### src/rtl/evt_bank_pkg.sv
package evt_bank_pkg;
  localparam int IDX_W = 3;

  typedef enum logic [IDX_W-1:0] {
    REG_SEL   = 3'd0,
    REG_DATA  = 3'd1,
    REG_EVSEL = 3'd2,
    REG_UEN   = 3'd3,
    REG_IRQEN = 3'd4
  } reg_idx_e;
endpackage

### src/rtl/evt_access_ctl.sv
module evt_access_ctl
  import evt_bank_pkg::*;
(
  input  logic             req_vld,
  input  logic             req_wr,
  input  logic [IDX_W-1:0] req_idx,
  input  logic             req_priv,
  input  logic             uen,
  output logic             grant,
  output logic             fault,
  output logic             wr_sel,
  output logic             wr_data,
  output logic             wr_evsel,
  output logic             wr_uen,
  output logic             wr_irq
);
  logic ok;

  always_comb begin
    unique case (req_idx)
      REG_SEL, REG_DATA, REG_EVSEL: ok = req_priv | uen;
      REG_UEN:                      ok = !req_wr | req_priv;
      REG_IRQEN:                    ok = req_priv;
      default:                      ok = 1'b1;
    endcase
  end

  assign grant    = req_vld & ok;
  assign fault    = req_vld & !ok;
  assign wr_sel   = grant & req_wr & (req_idx == REG_SEL);
  assign wr_data  = grant & req_wr & (req_idx == REG_DATA);
  assign wr_evsel = grant & req_wr & (req_idx == REG_EVSEL);
  assign wr_uen   = grant & req_wr & (req_idx == REG_UEN);
  assign wr_irq   = grant & req_wr & (req_idx == REG_IRQEN);
endmodule

### src/rtl/evt_counter.sv
module evt_counter #(
  parameter int CTR_W   = 32,
  parameter int NUM_EVT = 8,
  localparam int ES_W   = (NUM_EVT > 1) ? $clog2(NUM_EVT) : 1
) (
  input  logic               clk,
  input  logic               rst,
  input  logic [NUM_EVT-1:0] evt_in,
  input  logic               wr_cnt,
  input  logic               wr_es,
  input  logic [CTR_W-1:0]   wdata,
  output logic [CTR_W-1:0]   cnt,
  output logic [ES_W-1:0]    evsel
);
  logic hit;
  assign hit = evt_in[evsel];

  always_ff @(posedge clk) begin
    if (rst) begin
      cnt   <= '0;
      evsel <= '0;
    end else begin
      if (wr_cnt)   cnt <= wdata;
      else if (hit) cnt <= cnt + 1'b1;
      if (wr_es) evsel <= wdata[ES_W-1:0];
    end
  end

  p_write_wins_r4: assert property (@(posedge clk) disable iff (rst)
    wr_cnt |=> (cnt == $past(wdata)));
  p_wrap_r3: assert property (@(posedge clk) disable iff (rst)
    (!wr_cnt && hit && (cnt == {CTR_W{1'b1}})) |=> (cnt == '0));
  p_hold_r1: assert property (@(posedge clk) disable iff (rst)
    (!wr_cnt && !hit) |=> $stable(cnt));
endmodule

### src/rtl/evt_cnt_bank.sv
module evt_cnt_bank
  import evt_bank_pkg::*;
#(
  parameter int NUM_CTR = 3,
  parameter int CTR_W   = 32,
  parameter int NUM_EVT = 8,
  localparam int SEL_W  = (NUM_CTR > 1) ? $clog2(NUM_CTR + 1) : 1,
  localparam int ES_W   = (NUM_EVT > 1) ? $clog2(NUM_EVT) : 1
) (
  input  logic               clk,
  input  logic               rst,
  input  logic               req_vld,
  input  logic               req_wr,
  input  logic [IDX_W-1:0]   req_idx,
  input  logic [CTR_W-1:0]   req_wdata,
  input  logic               req_priv,
  input  logic [NUM_EVT-1:0] evt_in,
  output logic [CTR_W-1:0]   rsp_rdata,
  output logic               rsp_fault
);
  logic [SEL_W-1:0]   sel_q;
  logic               uen_q;
  logic [NUM_CTR-1:0] irq_q;
  logic grant, fault, wr_sel, wr_data, wr_evsel, wr_uen, wr_irq;
  logic sel_ok;
  logic [CTR_W-1:0] cnt_all [NUM_CTR];
  logic [ES_W-1:0]  es_all  [NUM_CTR];
  logic [CTR_W-1:0] cnt_mux, es_mux, rd_mux;

  evt_access_ctl u_acc (
    .req_vld  (req_vld),
    .req_wr   (req_wr),
    .req_idx  (req_idx),
    .req_priv (req_priv),
    .uen      (uen_q),
    .grant    (grant),
    .fault    (fault),
    .wr_sel   (wr_sel),
    .wr_data  (wr_data),
    .wr_evsel (wr_evsel),
    .wr_uen   (wr_uen),
    .wr_irq   (wr_irq)
  );

  assign sel_ok = (sel_q < SEL_W'(NUM_CTR));

  for (genvar i = 0; i < NUM_CTR; i++) begin : g_ctr
    logic hit_sel;
    assign hit_sel = sel_ok && (sel_q == SEL_W'(i));
    evt_counter #(.CTR_W(CTR_W), .NUM_EVT(NUM_EVT)) u_ctr (
      .clk    (clk),
      .rst    (rst),
      .evt_in (evt_in),
      .wr_cnt (wr_data & hit_sel),
      .wr_es  (wr_evsel & hit_sel),
      .wdata  (req_wdata),
      .cnt    (cnt_all[i]),
      .evsel  (es_all[i])
    );
  end

  always_comb begin
    cnt_mux = '0;
    es_mux  = '0;
    for (int i = 0; i < NUM_CTR; i++) begin
      if (sel_q == SEL_W'(i)) begin
        cnt_mux = cnt_all[i];
        es_mux  = CTR_W'(es_all[i]);
      end
    end
    unique case (req_idx)
      REG_SEL:   rd_mux = CTR_W'(sel_q);
      REG_DATA:  rd_mux = cnt_mux;
      REG_EVSEL: rd_mux = es_mux;
      REG_UEN:   rd_mux = CTR_W'(uen_q);
      REG_IRQEN: rd_mux = CTR_W'(irq_q);
      default:   rd_mux = '0;
    endcase
  end

  always_ff @(posedge clk) begin
    if (rst) begin
      sel_q     <= '0;
      uen_q     <= 1'b0;
      irq_q     <= '0;
      rsp_rdata <= '0;
      rsp_fault <= 1'b0;
    end else begin
      if (wr_sel) sel_q <= req_wdata[SEL_W-1:0];
      if (wr_uen) uen_q <= req_wdata[0];
      if (wr_irq) irq_q <= req_wdata[NUM_CTR-1:0];
      rsp_rdata <= (grant && !req_wr) ? rd_mux : '0;
      rsp_fault <= fault;
    end
  end

  p_user_uen_write_r6: assert property (@(posedge clk) disable iff (rst)
    (req_vld && req_wr && !req_priv && req_idx == REG_UEN) |=> (rsp_fault && $stable(uen_q)));
  p_user_block_r7: assert property (@(posedge clk) disable iff (rst)
    (req_vld && !req_priv && !uen_q && req_idx <= REG_EVSEL) |=> (rsp_fault && rsp_rdata == '0));
  p_user_open_r8: assert property (@(posedge clk) disable iff (rst)
    (req_vld && !req_priv && uen_q && req_idx <= REG_EVSEL) |=> !rsp_fault);
  p_irq_guard_r9: assert property (@(posedge clk) disable iff (rst)
    (req_vld && !req_priv && req_idx == REG_IRQEN) |=> rsp_fault);
  p_badsel_r10: assert property (@(posedge clk) disable iff (rst)
    (req_vld && req_priv && !sel_ok && req_idx == REG_DATA) |=> (!rsp_fault && rsp_rdata == '0));
  p_idle_r11: assert property (@(posedge clk) disable iff (rst)
    !req_vld |=> (!rsp_fault && rsp_rdata == '0));
endmodule

### config.mk
export PLATFORM = sky130hd
export DESIGN_NAME = evt_cnt_bank
export DESIGN_NICKNAME = d
export VERILOG_FILES = /design/src/rtl/evt_bank_pkg.sv /design/src/rtl/evt_access_ctl.sv /design/src/rtl/evt_counter.sv /design/src/rtl/evt_cnt_bank.sv
export SDC_FILE = /design/constraint.sdc
export NUM_CORES = 1
export LEC_CHECK = 0
export ABC_AREA = 1
export BUFFER_PORTS_ARGS = -buffer_cell sky130_fd_sc_hd__buf_2
export CAP_MARGIN = 30
export CORE_UTILIZATION = 58
export CTS_BUF_LIST = sky130_fd_sc_hd__clkbuf_4 sky130_fd_sc_hd__clkbuf_8
export DETAILED_ROUTE_END_ITERATION = 10
export HOLD_SLACK_MARGIN = 0.15
export PLACE_DENSITY = 0.85
export SETUP_SLACK_MARGIN = 0.3
export SKIP_CTS_REPAIR_TIMING = 1
export SYNTH_ARGS = -nofsm -noshare
export SYNTH_HDL_FRONTEND = slang
export SYNTH_SLANG_ARGS = --single-unit
### constraint.sdc
create_clock -name clk -period 5.2 [get_ports clk]
set_clock_uncertainty 0.15 [all_clocks]
set_input_delay 0.78 -clock clk [delete_from_list [all_inputs] [get_ports clk]]
set_output_delay 0.78 -clock clk [all_outputs]
set_load 0.01 [all_outputs]
==> flow_metrics.py <==
metrics = {
    "run_status": {
        "status": "completed",
    },
    "clock_tree": {
        "ctsLongestPathBuffers": 2,
        "cts_sinks": 144,
        "cts.clk_slew.worst_paths_ns": 0.09,
        "h-tree-depth": 4,
        "cts_tree": "yes",
        "clock_latency_ns": 0.48,
        "cts_made_buffers": 17,
        "cts_root_buffer": "clkbuf_8",
    },
    "layout": {
        "drive_gt1_share_pct": 7.92,
        "areaGrowthSynthToFinish_pct": 7.50,
        "final_cell_mix": "nand2_1 (552), nand3_1 (313), nor2_1 (231), inv_1 (211), dfxtp_1 (144)",
        "layout_commonest_cell": "nand2_1",
        "layout.nets": 1895,
        "multiInputGateArea_um2": 6350,
        "num-fill-cells": 1723,
        "seq_area_um2": 2880,
    },
    "timing": {
        "fin_crit_sh_pct": 58.9,
        "finalWorstSetupSlack_ns": 2.14,
        "setup_tns_ns": 0,
        "hold_viol": 0,
        "rsz0062_at_grt": "false",
        "max_freq_mhz": 327,
        "relSlewSlack_pct": 29.5,
        "layout_min_cycle_time_ns": 3.06,
        "setup_viol": 0,
        "slew_violations": 0,
        "worst_pin_slew_ns": 1.05,
    },
    "route": {
        "dr.first_iter.drc_count": 1711,
        "drc": 0,
        "vias": 12400,
        "wl_per_cell_um": 17.9,
        "routed_wl_um": 37300,
        "viasPerCell": 5.95,
        "ant_nets": 0,
        "drt_pass1_iterations": 6,
    },
    "global_route": {
        "grtUsageTotal_pct": 40.4,
        "antenna_found_initial": 2,
        "grt_pass1_vias": 10600,
        "grt_max_degree": 84,
        "grt.overflow.total": 0,
        "grt_pass1_wl_um": 56800,
    },
    "pwr": {
        "comb_power_share_pct": 9.5,
        "pwr_density_cell_nw_per_um2": 204,
        "ir_drop_mv": 0.195,
        "switchingPower_mw": 0.664,
        "seqPwrFrac_pct": 49.1,
        "intPower_mw": 1.63,
        "pwr-share-clk_pct": 41.4,
        "p_leak_nw": 4.98,
        "p_sw_share_pct": 28.9,
    },
    "place": {
        "io_buffers": 80,
        "place_hpwl_um": 26400,
        "place.gp.congestion": 0.984,
        "place_ws_ns": 1.87,
    },
    "critical_path": {
        "crit_type": "register to register",
        "slowest_delay_ns": 0.80,
        "cp_top_family": "simple AND/OR/NAND/NOR gates",
        "startpoint_type": "register",
        "crit_fanout": 64,
        "critPathSlowestCell": "nand4_4",
        "path_buf_inv": 4,
        "worstSetupEndpointType": "register",
        "crit_chain": "inv_1 -> nand2_1 -> inv_2 -> buf_4 -> nand4_4 -> nand3_1 -> nand3_1 -> nand2_1 -> inv_1",
        "arrival_ns": 3.27,
        "ff2ff_path_depth": 9,
        "r2r-start": "sel_q[0]",
        "reg2reg_to": "g_ctr[0].u_ctr.cnt[27]",
        "crit_required_ns": 5.41,
        "r2r_setup_slack_ns": 2.14,
    },
    "die": {
        "fp.dieH_um": 136,
        "fp.dieW_um": 136,
        "initial_core_util_pct": 59.9,
        "coreArea_um2": 17500,
        "dieArea_um2": 18600,
        "rows": 48,
        "num_io_pins": 81,
    },
    "synthesis": {
        "yosysSeqAreaShare_pct": 27.6,
        "yosys.area.top_type_share_pct": 27.6,
        "synth.distinct_cells": 32,
        "synthCells": 1827,
        "netlist_area_um2": 10500,
        "syn-num-nets": 1878,
        "avgSynthCellArea_um2": 5.73,
        "synth-edff-count": 0,
        "yosys-top-cells-area": "dfxtp_1 (28%), nand2_1 (20%), nand3_1 (15%)",
        "ys_warn_count": 0,
        "ys_seq_elements": 144,
        "synthArstFlopShare_pct": 0,
        "ys.flop_type": "dfxtp_1",
        "synth_top_area_cell": "dfxtp_1",
    },
    "worst_hold_path": {
        "min_from": "irq_q[1]",
        "min_path_cells": 2,
        "hp-class": "register to register",
        "holdPathEnd": "irq_q[1]",
    },
    "run": {
        "max_cap_viol_count": 0,
    },
}
## through the flow
stage               util [%]  cell area (um2)  hold WS, ns  instances  power [mW]
detailed placement      62.0            10800        0.307       2050        1.36
global placement        62.0            10800        0.302       2050        1.36
finish                  64.4            11200        0.318       2084        2.30
floorplan                  -            10500        0.284       1827        1.28
CTS                     64.3            11200        0.318       2082        2.29
global route            64.4            11200        0.343       2084        2.35
## worst min-delay path: stages, from the launching register on
cell,delay (ns)
dfxtp_1,0.32
nand2_1,0.06
a21oi_1,0.05
## cell usage after synthesis (3+ instances only)
cell type,n
nand3_1,313
xnor2_1,7
clkbuf_1,32
inv_1,211
buf_4,4
nor2_2,13
o2111ai_1,3
buf_1,17
a21oi_1,39
nand2_1,552
o21ai_0,33
ha_1,3
xor2_1,16
dfxtp_1,144
nand3b_1,18
a31oi_1,3
nand4_4,3
a221oi_1,4
nor2_1,231
o22ai_1,23
nand4_1,105
buf_2,40
## final cells by class
type / instances / area share (%)
Multi-Input combinational cell: 1374 / 56.5
Sequential cell: 144 / 25.6
Inverter: 214 / 7.14
Timing Repair Buffer: 93 / 4.54
Clock buffer: 21 / 2.51
Tap cell: 225 / 2.50
Clock inverter: 11 / 1.15
Antenna cell: 2 / 0.0445
## flip-flops by register name, summed over array words and instances (netlist names)
signal,cells
rsp_fault,1
irq_q,3
uen_q,1
g_ctr.u_ctr.evsel,9
rsp_rdata,32
g_ctr.u_ctr.cnt,96
sel_q,2
## power groups by stage
stage / Sequential, mW / Clock, mW / Combinational, mW
detailed placement: 1.15 / 0 / 0.207
CTS: 1.13 / 0.952 / 0.209
floorplan: 1.15 / 0 / 0.129
finish: 1.13 / 0.952 / 0.218
global placement: 1.15 / 0 / 0.207
global route: 1.13 / 0.993 / 0.230
## layer usage
metal | vias up | track usage [%] | routed length, um
met2 | 742 | 60.4 | 16000
met4 | 0 | 19.0 | 1560
met3 | 109 | 7.72 | 4720
met1 | 5591 | 55.4 | 15000
met5 | - | 0 | 0
li1 | 5966 | - | -
## logic make-up after synthesis
group	Yosys count	share of synthesized area, %
adder cells (fa/ha/maj)	3	0.359
AND/OR/NAND/NOR	1238	52.4
buffers and inverters	309	11.9
flip-flops	144	27.6
XOR/XNOR	23	1.93
AO/OA/AOI/OAI	110	5.96
## worst max path at each step
stage,from,end,slack (ns),cells after the start
after floorplan,req_idx[1],rsp_rdata[27],3.08,9
after global placement,req_idx[2],g_ctr[1].u_ctr.cnt[31],1.97,8
after detailed placement,req_idx[1],g_ctr[1].u_ctr.cnt[29],1.87,8
after CTS,sel_q[0],g_ctr[0].u_ctr.cnt[27],2.29,9
after global routing,sel_q[0],g_ctr[0].u_ctr.cnt[27],1.97,9
final,sel_q[0],g_ctr[0].u_ctr.cnt[27],2.14,9
(Power assumes the default switching activity.)
